File: config.mk
export PLATFORM = sky130hd
export DESIGN_NAME = boost_phase_pulser
export DESIGN_NICKNAME = d
export VERILOG_FILES = /design/src/rtl/bpp_pkg.sv /design/src/rtl/bpp_phase_ctrl.sv /design/src/rtl/bpp_pulse_path.sv /design/src/rtl/boost_phase_pulser.sv
export SDC_FILE = /design/constraint.sdc
export NUM_CORES = 1
export LEC_CHECK = 0
export ABC_AREA = 1
export BUFFER_PORTS_ARGS = -buffer_cell sky130_fd_sc_hd__buf_4
export CELL_PAD_IN_SITES_DETAIL_PLACEMENT = 0
export CELL_PAD_IN_SITES_GLOBAL_PLACEMENT = 2
export CORE_MARGIN = 2
export CORE_UTILIZATION = 40
export DETAILED_ROUTE_END_ITERATION = 10
export GPL_TIMING_DRIVEN = 0
export PLACE_DENSITY_LB_ADDON = 0.1
export SLEW_MARGIN = 5
export SYNTH_ARGS = -nofsm -noshare
export SYNTH_HDL_FRONTEND = slang
export SYNTH_SLANG_ARGS = --single-unit
File: constraint.sdc
create_clock -name clk -period 6.1 [get_ports clk]
set_clock_uncertainty 0.05 [all_clocks]
set_input_delay 1.22 -clock clk [delete_from_list [all_inputs] [get_ports clk]]
set_output_delay 1.22 -clock clk [all_outputs]
set_load 0.01 [all_outputs]
File: src/rtl/bpp_pkg.sv
`timescale 1ns/1ps
package bpp_pkg;
  localparam int CODE_W   = 5;
  localparam int IDX_W    = 2;
  localparam int NUM_SETS = 3;
  localparam int FRAME_W  = IDX_W + 2 * CODE_W;

  typedef enum logic [2:0] {
    PH_IDLE  = 3'd0,
    PH_ONE   = 3'd1,
    PH_TWO   = 3'd2,
    PH_THREE = 3'd3,
    PH_DONE  = 3'd4
  } phase_e;

  typedef struct packed {
    logic             run;
    logic             launch;
    logic [IDX_W-1:0] setSel;
  } ctl_strobe_t;

  typedef struct packed {
    logic [CODE_W-1:0] hiCode;
    logic [CODE_W-1:0] loCode;
  } code_pair_t;

  function automatic code_pair_t resetPair(input int s);
    code_pair_t p;
    case (s)
      0:       begin p.hiCode = CODE_W'(6); p.loCode = CODE_W'(6); end
      1:       begin p.hiCode = CODE_W'(3); p.loCode = CODE_W'(4); end
      default: begin p.hiCode = CODE_W'(1); p.loCode = CODE_W'(2); end
    endcase
    return p;
  endfunction
endpackage

File: src/rtl/bpp_phase_ctrl.sv
`timescale 1ns/1ps
module bpp_phase_ctrl
  import bpp_pkg::*;
#(
  parameter int SYNC_STAGES = 2
) (
  input  logic        clk,
  input  logic        rstN,
  input  logic        startReq,
  input  logic [2:0]  cmpRaw,
  output ctl_strobe_t ctl,
  output logic [2:0]  phaseState
);
  logic [2:0] syncPipe [SYNC_STAGES];
  logic [2:0] flags;
  phase_e     phase, nextPhase;
  logic       launchReg, launchNext;
  logic       isActive;

  always_ff @(posedge clk or negedge rstN) begin
    if (!rstN) syncPipe[0] <= '0;
    else       syncPipe[0] <= cmpRaw;
  end

  for (genvar i = 1; i < SYNC_STAGES; i++) begin : g_sync
    always_ff @(posedge clk or negedge rstN) begin
      if (!rstN) syncPipe[i] <= '0;
      else       syncPipe[i] <= syncPipe[i-1];
    end
  end

  assign flags = syncPipe[SYNC_STAGES-1];

  always_comb begin
    nextPhase  = phase;
    launchNext = 1'b0;
    case (phase)
      PH_IDLE, PH_DONE: if (startReq) begin
        nextPhase  = PH_ONE;
        launchNext = 1'b1;
      end
      PH_ONE: begin
        if (flags[2])      nextPhase = PH_DONE;
        else if (flags[1]) nextPhase = PH_THREE;
        else if (flags[0]) nextPhase = PH_TWO;
      end
      PH_TWO: begin
        if (flags[2])      nextPhase = PH_DONE;
        else if (flags[1]) nextPhase = PH_THREE;
      end
      PH_THREE: if (flags[2]) nextPhase = PH_DONE;
      default: nextPhase = PH_IDLE;
    endcase
  end

  always_ff @(posedge clk or negedge rstN) begin
    if (!rstN) begin
      phase     <= PH_IDLE;
      launchReg <= 1'b0;
    end else begin
      phase     <= nextPhase;
      launchReg <= launchNext;
    end
  end

  assign isActive   = (phase == PH_ONE) || (phase == PH_TWO) || (phase == PH_THREE);
  assign ctl.run    = isActive;
  assign ctl.launch = launchReg;
  assign ctl.setSel = isActive ? IDX_W'(phase - PH_ONE) : '0;
  assign phaseState = phase;

  // phases never step backward while charging
  p_fwd_only_r3: assert property (@(posedge clk) disable iff (!rstN)
    isActive |=> (phase >= $past(phase)));

  // done holds without a start
  p_done_hold_r8: assert property (@(posedge clk) disable iff (!rstN)
    (phase == PH_DONE && !startReq) |=> (phase == PH_DONE));

  // an accepted start enters phase 1 with a launch strobe
  p_start_r2: assert property (@(posedge clk) disable iff (!rstN)
    ((phase == PH_IDLE || phase == PH_DONE) && startReq) |=> (phase == PH_ONE && launchReg));
endmodule

File: src/rtl/bpp_pulse_path.sv
`timescale 1ns/1ps
module bpp_pulse_path
  import bpp_pkg::*;
#(
  parameter int HI_SCALE = 2,
  parameter int LO_SCALE = 1
) (
  input  logic        clk,
  input  logic        rstN,
  input  ctl_strobe_t ctl,
  input  logic        serValid,
  input  logic        serBit,
  input  logic        serCommit,
  output logic        gateOut
);
  localparam int MAX_SCALE = (HI_SCALE > LO_SCALE) ? HI_SCALE : LO_SCALE;
  localparam int MAX_TICKS = ((1 << CODE_W) - 1) * MAX_SCALE;
  localparam int CNT_W     = $clog2(MAX_TICKS + 1);

  logic [FRAME_W-1:0]  frame;
  logic [IDX_W-1:0]    frameIdx;
  code_pair_t          framePair;
  code_pair_t [NUM_SETS-1:0] setTable;
  logic [NUM_SETS-1:0] wrEn;
  logic                commitOk;

  logic [IDX_W-1:0]    selIdx;
  code_pair_t          selPair;
  logic [CNT_W-1:0]    selHi, selLo;
  logic [CNT_W-1:0]    cnt, curLo;
  logic                boundary;

  function automatic logic [CNT_W-1:0] ticksOf(input logic [CODE_W-1:0] code, input int scale);
    logic [CNT_W-1:0] base;
    base = (code == '0) ? CNT_W'(1) : CNT_W'(code);
    return CNT_W'(base * CNT_W'(scale));
  endfunction

  // serial loader
  always_ff @(posedge clk or negedge rstN) begin
    if (!rstN)         frame <= '0;
    else if (serValid) frame <= {frame[FRAME_W-2:0], serBit};
  end

  assign frameIdx         = frame[FRAME_W-1 -: IDX_W];
  assign framePair.hiCode = frame[2*CODE_W-1 -: CODE_W];
  assign framePair.loCode = frame[CODE_W-1:0];
  assign commitOk         = serCommit && !ctl.run;

  for (genvar s = 0; s < NUM_SETS; s++) begin : g_wr
    assign wrEn[s] = commitOk && (frameIdx == IDX_W'(s));
  end

  always_ff @(posedge clk or negedge rstN) begin
    if (!rstN) begin
      for (int s = 0; s < NUM_SETS; s++) setTable[s] <= resetPair(s);
    end else begin
      for (int s = 0; s < NUM_SETS; s++)
        if (wrEn[s]) setTable[s] <= framePair;
    end
  end

  // pulse generator
  assign selIdx   = (int'(ctl.setSel) < NUM_SETS) ? ctl.setSel : '0;
  assign selPair  = setTable[selIdx];
  assign selHi    = ticksOf(selPair.hiCode, HI_SCALE);
  assign selLo    = ticksOf(selPair.loCode, LO_SCALE);
  assign boundary = ctl.launch || (cnt == '0 && !gateOut);

  always_ff @(posedge clk or negedge rstN) begin
    if (!rstN) begin
      gateOut <= 1'b0;
      cnt     <= '0;
      curLo   <= CNT_W'(1);
    end else if (!ctl.run) begin
      gateOut <= 1'b0;
      cnt     <= '0;
    end else if (boundary) begin
      gateOut <= 1'b1;
      cnt     <= selHi - 1'b1;
      curLo   <= selLo;
    end else if (cnt != '0) begin
      cnt     <= cnt - 1'b1;
    end else begin
      gateOut <= 1'b0;
      cnt     <= curLo - 1'b1;
    end
  end

  // no pulse once charging has stopped
  p_gate_off_r8: assert property (@(posedge clk) disable iff (!rstN)
    !ctl.run |=> !gateOut);

  // counter stays inside the longest programmable time
  p_cnt_bound_r5: assert property (@(posedge clk) disable iff (!rstN)
    cnt <= CNT_W'(MAX_TICKS - 1));

  // table frozen while charging
  p_table_frozen_r10: assert property (@(posedge clk) disable iff (!rstN)
    ctl.run |=> $stable(setTable));
endmodule

File: src/rtl/boost_phase_pulser.sv
`timescale 1ns/1ps
module boost_phase_pulser
  import bpp_pkg::*;
#(
  parameter int HI_SCALE    = 2,
  parameter int LO_SCALE    = 1,
  parameter int SYNC_STAGES = 2
) (
  input  logic       clk,
  input  logic       rstN,
  input  logic       startReq,
  input  logic [2:0] cmpRaw,
  input  logic       serValid,
  input  logic       serBit,
  input  logic       serCommit,
  output logic       gateOut,
  output logic [2:0] phaseState
);
  ctl_strobe_t ctl;

  bpp_phase_ctrl #(.SYNC_STAGES(SYNC_STAGES)) u_ctrl (
    .clk        (clk),
    .rstN       (rstN),
    .startReq   (startReq),
    .cmpRaw     (cmpRaw),
    .ctl        (ctl),
    .phaseState (phaseState)
  );

  bpp_pulse_path #(.HI_SCALE(HI_SCALE), .LO_SCALE(LO_SCALE)) u_path (
    .clk       (clk),
    .rstN      (rstN),
    .ctl       (ctl),
    .serValid  (serValid),
    .serBit    (serBit),
    .serCommit (serCommit),
    .gateOut   (gateOut)
  );
endmodule

; Yosys cells after proc, flatten, opt, wreduce, memory -nomap -nowiden
; Cells that the tools add are included.
[op_classes]
n_addsub = 4
n_lt_le_gt_ge = 2
n_eq_ne = 11
n_mux = 22
reduce_logical = 19
[ops]
columns = operator, n
row1 = $mux 3, 7
row2 = $bmux 10 s2, 1
row3 = $mux 6, 3
row4 = $sub 6x1->6 const B, 3
row5 = $pmux 3 s4, 1
row6 = $logic_not 5->1, 2
row7 = $mux 10, 1
row8 = $mux 5, 2
row9 = $eq 3x2->1 const B, 2
row10 = $logic_not 6->1, 1
row11 = $reduce_bool 6->1, 1
row12 = $logic_and 1x1->1, 5
row13 = $mux 1, 5
row14 = $mux 2, 2
row15 = $ne 4x1->1 const B, 1
row16 = $reduce_and 4->1, 1
row17 = $eq 3x1->1 const B, 1
row18 = $eq 3x3->1 const B, 1
row19 = $logic_not 3->1, 1
row20 = $logic_or 1x1->1, 3
row21 = $lt 2x3->1 const B, 1
row22 = $ne 3x1->1 const B, 1
row23 = $ne 3x2->1 const B, 1
row24 = $eq 2x1->1 const B, 1
row25 = 9 further kinds, 10
[totals]
reg_bits = 65
input_bits = 9
out_inout_bits = 4
elab_cells = 72

; Depth between registers and ports, before layout
; Gate-level depths: netlist of the first run.
[logic_depth]
depth_word = 13
ltp_mapped = 21
mapped_depth_nobuf = 21

; Modules after synthesis
; A second synthesis of the first run with hierarchy kept.
[unflattened]
cells_unflattened = 376
hier_area_um2 = 3130.5
[modules_own_cells]
columns = module, instances, cells_per_inst, area_per_inst_um2, seq_area_each_um2
row1 = bpp_pulse_path, 1, 316, 2603.7, 1363.8
row2 = bpp_phase_ctrl, 1, 60, 526.8, 250.2

; Worst setup path before layout of the first run
; OpenSTA, ideal clock, no wires.
[synth_path]
path_type = reg2reg
from = register u_ctrl.phase[0] (netlist: u_ctrl.phaseState[0])
to = register u_path.cnt[5]
setup_time_ps = 119
arrival_time_ps = 2290
required_time_ps = 5931
path_slack_ps = 3641
path_stages_with_launch = 22
path_buffers = 1
synth_period_minus_slack_ps = 2459
path_cell_list = dfrtp_1 -> inv_2 -> ha_1 -> inv_1 -> nor2_4 -> nand2_4 -> buf_6 -> nand2_1 -> nand3_2 -> nand2_2 -> nor2_1 -> nand3_1 -> nand2_1 -> inv_1 -> ha_1 -> inv_1 -> nor2_1 -> nand2_1 -> nand2_1 -> nand2_1 -> nor2_1 -> nor2_1
[synth_via]
elab_chain_len = 13
word_cells_on_any_way = 16
cone_classes = 2 x add/sub / 1 x order compare / 3 x eq/ne / 7 x mux / 3 x reduce/logical
[synth_rtl]
columns = element, line
row1 = from (decl), bpp_phase_ctrl.sv:16  ; phase_e phase, nextPhase;
row2 = from (signal assigned), bpp_phase_ctrl.sv:61  ; phase <= nextPhase;
row3 = $eq 3x1->1 or $eq 3x2->1 (tied branches), bpp_phase_ctrl.sv:66  ; assign isActive = (phase == PH_ONE) || (phase == PH_TWO) || (phase == PH_THREE);
row4 = $logic_or 1x1->1 (2 in a row), bpp_phase_ctrl.sv:66
row5 = $mux 2, bpp_phase_ctrl.sv:69  ; assign ctl.setSel = isActive ? IDX_W'(phase - PH_ONE) : '0;
row6 = $lt 2x2->1, bpp_pulse_path.sv:64  ; assign selIdx = (int'(ctl.setSel) < NUM_SETS) ? ctl.setSel : '0;
row7 = $mux 2, bpp_pulse_path.sv:64
row8 = $bmux 10 s2, bpp_pulse_path.sv:65  ; assign selPair = setTable[selIdx];
row9 = $mux 10 (implied by the code), bpp_pulse_path.sv:65
row10 = $logic_not 5->1, bpp_pulse_path.sv:35  ; base = (code == '0) ? CNT_W'(1) : CNT_W'(code);
row11 = $mux 5, bpp_pulse_path.sv:35
row12 = $sub 6x1->6, bpp_pulse_path.sv:80  ; cnt <= selHi - 1'b1;
row13 = $mux 6, bpp_pulse_path.sv:78  ; end else if (boundary) begin
row14 = $mux 6 (*), bpp_pulse_path.sv:75  ; end else if (!ctl.run) begin
row15 = to (signal assigned), bpp_pulse_path.sv:80
row16 = to (signal assigned), bpp_pulse_path.sv:83  ; cnt <= cnt - 1'b1;
row17 = to (signal assigned), bpp_pulse_path.sv:86  ; cnt <= curLo - 1'b1;
row18 = to (decl), bpp_pulse_path.sv:30  ; logic [CNT_W-1:0] cnt, curLo;
; Every way passes the cells marked *; elsewhere a longest branch is shown, timed or not. The select of a mux whose other input is x is not followed.
; A chain may end at the register's enable or synchronous reset.

; Worst setup path in the final report of the first run
; Ends and elaborated chain as after synthesis.

==> reports/metrics.cfg, run 1 <==
[drt]
routed_wl_mm = 6.512
route.detailed.drc = 0
vias = 2347
viasPerCell = 4.694
avgRoutedWirePerCell_microns = 13.02
drt_pre_antenna_iters = 5
drtIter0Drc = 54
ant_nets = 0

[synth]
syn_area_sq_um = 3125
syn_nets = 385
synth.avg_cell_area_sq_um = 8.447
postSynthCellCount = 370
yosysTopAreaCell = dfrtp_1
synth_cell_types = 32
synthFlopType = dfrtp_1
yosys_warnings = 0
yosysSeqAreaShare_pct = 51.64
yosys.area.top_type_share_pct = 43.23
ys_top_cells_by_area = dfrtp_1, nand2_1, dfstp_2
synth-seq-cells = 64
synth-edff-count = 0
async_flop_share_pct = 100.0

[sta]
slew_violations = 0
setup_viol = 0
tns_ns = 0
fin_crit_sh_pct = 44.89
hold_viol_final = 0
slew_headroom_pct = 47.27
fin_crit_ns = 2.738
rsz0062_at_grt = no
worst_pin_slew_ns = 0.7909
setup_slack_ns = 3.362
fmax_mhz = 365.2

[placement]
gp_congestion = 0.7860
placed_cells = 484
portBuffers = 12
dpl.hpwl_mm = 4.764
pre_cts_ws_ns = 3.348
dpl_cell_area_sq_um = 3343

[grt]
grt_pass1_wl_mm = 11.56
antenna_found_initial = 0
groute.usage.overall_pct = 17.16
overflow = 0
grt_pass1_vias = 2375
grt_max_degree = 65

[cts]
clk_pin_slew_ns = 0.07
htreeDepth = 3
cts.sinks = 64
clock_path_buffers = 2
cts_resized = 0
postCtsSetupBuffers = 0
clock_latency_ns = 0.33
cts-root-buf = clkbuf_8
holdBufCountCts = 0
cts_made_buffers = 9
cts_tree = yes

[die]
core_area_sq_um = 7647
ios = 13
initial_core_util_pct = 40.87
num_rows = 32
die_w_microns = 92.40
die_h_microns = 92.40
dieArea_sq_um = 8537

[min_path]
hp-start = u_ctrl.syncPipe[3]
min_path_type = reg -> reg

[cells_and_area]
finalNonFillerCells = 500
final_area_sq_um = 3548
syn2layout_area_growth_pct = 13.53
multi_input_area_sq_um = 1270
antenna_cells = 0
seq_area_sq_um = 1614
fin_nets = 408
final_util_pct = 46.40
fill_cells = 792
drive_above_1_share_pct = 16.33

[setup_path]
cp_data_required_time_ns = 6.28
timing.rr.start = u_ctrl.phaseState[0]
cp_max_fo = 10
crit_type = reg -> reg
cp-startpoint = u_ctrl.phaseState[0]
critPathLaunchType = register
end_kind = register
arrival_ns = 2.91

[power]
power_density_nw_per_um2 = 588.0
ir_drop_mv = 0.2008
power.leakage_nw = 1.714

[job]
drv_cap = 0

[run_status]
outcome = finished, final reports clean

[final timing paths]
path | to | slack, ns | depth (start not counted)
worst max-delay path | u_path.cnt[5] | 3.36 | 21
worst min-delay path | u_ctrl.flags[0] | 0.29 | 0
worst max register to register | u_path.cnt[5] | 3.36 | 21
worst min register to register | u_ctrl.flags[0] | 0.29 | 0
max in group asynchronous | u_path.curLo[1] | 4.57 | 1
min in group asynchronous | u_path.frame[11] | 0.92 | 1
[metal layers]
metal | global-route usage [%] | part of all wire, % | vias to the layer above
li1 | - | - | 1233
met1 | 22.86 | 50 | 1082
met2 | 28.35 | 47 | 24
met3 | 2.441 | 1.8 | 8
met4 | 6.716 | 1.5 | 0
met5 | 0 | 0 | -
[placed cells by master (no fill, tap or decap), types with 3 or more instances in the layout]
master    count
nand2_1      99
dfrtp_1      54
inv_1        41
o21ai_1      32
nor2_1       29
nand3_1      24
o21ai_0      22
buf_4        12
clkbuf_8     10
dfstp_2      10
clkbuf_1      7
ha_1          6
nand2_4       5
a21oi_1       5
a31oi_1       5
inv_2         3
o21bai_1      3
buf_6         3
nor2_2        3
[synthesized netlist by cell type (5+ instances only)]
master,count
dfrtp_1,54
clkbuf_1,7
nor2_1,29
o21ai_1,32
nand2_4,5
ha_1,6
nand3_1,24
a31oi_1,5
o21ai_0,22
a21oi_1,5
inv_1,41
nand2_1,99
dfstp_2,10
[report_power, final]
group | internal, W | total [W] | switching [W]
Combinational | 0.000379 | 0.00102 | 0.000640
Sequential | 0.000593 | 0.000690 | 0.0000974
Clock | 0.000201 | 0.000378 | 0.000177
[critical path: stages, from the launching register on]
cell and delay, ns:
dfrtp_1 0.49, inv_2 0.10, ha_1 0.32, inv_1 0.07
nor2_4 0.21, nand2_4 0.09, buf_6 0.14, nand2_1 0.07
nand3_2 0.07, nand2_2 0.09, nor2_1 0.07, nand3_1 0.08
nand2_1 0.07, inv_1 0.06, ha_1 0.16, inv_1 0.04
nor2_1 0.14, nand2_1 0.08, nand2_1 0.06, nand2_1 0.05
nor2_1 0.08, nor2_1 0.04
[per-stage QoR]
step,hold slack [ns],power [W]
after floorplan,0.2812,0.001472
after global placement,0.2829,0.001720
after detailed placement,0.2855,0.001727
after CTS,0.2973,0.002115
after global routing,0.3058,0.002297
final,0.2936,0.002086
[cell families (layout without fill, tap and decap cells)]
logic type      after synthesis  in the layout  synth area share (%)
fa+ha+maj                     6              6                 2.402
buf+inv                      57             85                 7.726
compound gates               74             74                 13.89
simple gates                169            169                 24.34
flops                        64             64                 51.64
[state kept, by name (all words and copies together), names as in the netlist, 3 cells and up]
register	cells
u_path.setTable	30
u_ctrl.flags	3
u_path.curLo	5
u_ctrl.syncPipe	3
u_path.cnt	6
u_ctrl.phaseState	3
u_path.frame	12
[layout make-up]
| class | count | share of cell area (%) |
|---|---|---|
| plain buffers | 12 | 1.975 |
| multi-input cells | 249 | 35.79 |
| repair buffers | 12 | 2.539 |
| well taps | 102 | 3.597 |
| inverters | 45 | 4.831 |
| clock inverters | 6 | 1.904 |
| flip-flops and latches | 64 | 45.49 |
| clock buffers | 10 | 3.879 |
No activity file was read; power rests on OpenSTA's default activity.
==> inputs of run 2 (changes only) <==
ABC_AREA = 0   (was 1)
CORE_UTILIZATION = 42   (was 40)
clock period = 2.9 ns   (was 6.1 ns; I/O delays follow)
==> reports/metrics.cfg, run 2 <==
[job]
drv_cap = 0

[die]
num_rows = 32
die_w_microns = 91.98
core_area_sq_um = 7607
ios = 13
dieArea_sq_um = 8459
die_h_microns = 91.98
initial_core_util_pct = 42.73

[grt]
antenna_found_initial = 0
overflow = 0
groute.usage.overall_pct = 20.12
grt_pass1_vias = 2436
grt_max_degree = 65
grt_pass1_wl_mm = 12.94

[sta]
worst_pin_slew_ns = 0.7882
fmax_mhz = 333.8
rsz0062_at_grt = yes
setup_slack_ns = -0.09536
slew_violations = 0
fin_crit_ns = 2.995
hold_viol_final = 0
fin_crit_sh_pct = 103.3
setup_viol = 1
slew_headroom_pct = 47.46

[synth]
ys_top_cells_by_area = dfrtp_1, mux2_2, dfstp_2
synthFlopType = dfrtp_1
postSynthCellCount = 283
synth_cell_types = 59
yosys_warnings = 0
syn_nets = 298
yosysTopAreaCell = dfrtp_1
syn_area_sq_um = 3251
synth-edff-count = 0
yosys.area.top_type_share_pct = 41.57
post-synth-top-count-cell = dfrtp_1
synth_common_cells = dfrtp_1, mux2_2, a21oi_1, nor2_1, clkbuf_1
synth.avg_cell_area_sq_um = 11.49
synth-seq-cells = 64
async_flop_share_pct = 100.0
yosysSeqAreaShare_pct = 49.65

[drt]
ant_nets = 0
route.detailed.drc = 0
drt_pre_antenna_iters = 6
vias = 2387
drtIter0Drc = 156
routed_wl_mm = 7.759
viasPerCell = 5.525
avgRoutedWirePerCell_microns = 17.96

[placement]
portBuffers = 12
pre_cts_ws_ns = -0.5498
dpl.hpwl_mm = 5.108
gp_congestion = 0.8342

[cells_and_area]
fin_nets = 340
largest_register_ffs = 30
top_regs = u_path.setTable x30, u_path.frame x12, u_path.cnt x6
final_cell_mix = dfrtp_1, mux2_2, buf_4
drive_above_1_share_pct = 42.42
largest_register = u_path.setTable
syn2layout_area_growth_pct = 22.02
final_common_cell = dfrtp_1
antenna_cells = 0

[cts]
cts_made_buffers = 9
htreeDepth = 3
cts.sinks = 64
holdBufCountCts = 0
clock_latency_ns = 0.36
cts_tree = yes
cts-root-buf = clkbuf_8
clk_pin_slew_ns = 0.08
clock_path_buffers = 2

[setup_path]
cp_max_fo = 5
crit_type = reg -> reg
cp_data_required_time_ns = 3.07
rr_endpoint = u_path.cnt[5]
timing.rr.start = u_ctrl.phaseState[0]
end_kind = register
critPathLaunchType = register
r2r_cells = 13
arrival_ns = 3.16
r2r_slack_ns = -0.1

[min_path]
min_path_type = in -> async

[power]
ir_drop_mv = 0.4609
power.leakage_nw = 1.682
power_density_nw_per_um2 = 1347
p_total_w = 0.005341

[run_status]
violations = negative setup slack
outcome = finished, violations left

==> run 2: changes by cell type in the layout (fill, tap and decap cells not counted), moves of 16 or more <==
cell	delta
nand2_1	-91
mux2_2	+42
o21ai_1	-32
inv_1	-31
nand3_1	-20
buf_4	+19
o21ai_0	-16
==> run 2: per-layer routing <==
| metal | up-vias | share of wire (%) | GRT usage [%] |
|---|---|---|---|
| met5 | - | 0 | 0 |
| met4 | 0 | 2.3 | 8.582 |
| met3 | 19 | 3.4 | 4.601 |
| met2 | 38 | 46 | 31.25 |
| met1 | 1186 | 48 | 27.13 |
| li1 | 1144 | - | - |
==> run 2: where the power goes <==
| part | switching (W) | total (W) | internal [W] |
|---|---|---|---|
| Combinational | 0.00145 | 0.00289 | 0.00144 |
| Clock | 0.000363 | 0.000782 | 0.000419 |
| Sequential | 0.000350 | 0.00167 | 0.00132 |
==> run 2: what timing repair did <==
action | CTS | global route
setup buffers | 19 | 3
resized for setup | 13 | 14
pin swaps | 8 | 7
endpoints found under the setup margin | 14 | 3
==> run 2: cell type report <==
cell class / count / area [sq um]
Multi-Input combinational cell: 191 / 1639
Timing Repair Buffer: 33 / 247.7
Clock buffer: 11 / 141.4
Clock inverter: 5 / 56.30
Tap cell: 102 / 127.6
Buffer: 14 / 85.08
Inverter: 12 / 52.55
Fill cell: 708 / 3641
Sequential cell: 64 / 1617
==> run 2: worst max-delay path by stage <==
stage	from	to	slack, ns	depth (start not counted)
after floorplan	u_ctrl.phaseState[0]	u_path.cnt[5]	-0.03	14
after CTS	u_ctrl.phaseState[0]	u_path.cnt[5]	-0.11	13
after global routing	u_ctrl.phaseState[0]	u_path.cnt[5]	-0.21	13
after global placement	u_ctrl.phaseState[0]	u_path.cnt[5]	-0.58	13
final	u_ctrl.phaseState[0]	u_path.cnt[5]	-0.1	13
after detailed placement	u_ctrl.phaseState[0]	u_path.cnt[5]	-0.55	13
==> run 2: cell families after synthesis <==
kind of cell,Yosys count,share of synthesized area [%]
flip-flops,64,49.65
multiplexers,45,15.47
AND/OR/NAND/NOR,67,11.74
XOR/XNOR,6,1.617
AO/OA/AOI/OAI,67,15.71
adder cells (fa/ha/maj),6,2.309
buffers and inverters,28,3.502
==> run 2: metrics by stage <==
stage | utilization (%) | hold WS [ns] | setup TNS [ns] | cell area, sq um | cells
2_1_floorplan | - | 0.2344 | -0.02999 | 3311 | 283
3_3_place_gp | 46.38 | 0.2846 | -1.484 | 3528 | 397
6_report | 52.14 | 0.2555 | -0.09536 | 3966 | 432
3_5_place_dp | 46.38 | 0.2862 | -1.266 | 3528 | 397
4_1_cts | 51.25 | 0.2668 | -0.1150 | 3899 | 430
5_1_grt | 52.14 | 0.2654 | -0.2369 | 3966 | 432
==> run 2: critical path, stage by stage, from the launching register on <==
cell,delay (ns)
dfrtp_2,0.42
buf_8,0.13
inv_8,0.03
ha_4,0.28
or4b_4,0.46
a211oi_2,0.28
a21o_1,0.14
nor3b_2,0.19
nor2_1,0.06
ha_2,0.20
nor3b_2,0.16
a22oi_2,0.15
xor2_1,0.19
a21oi_1,0.09
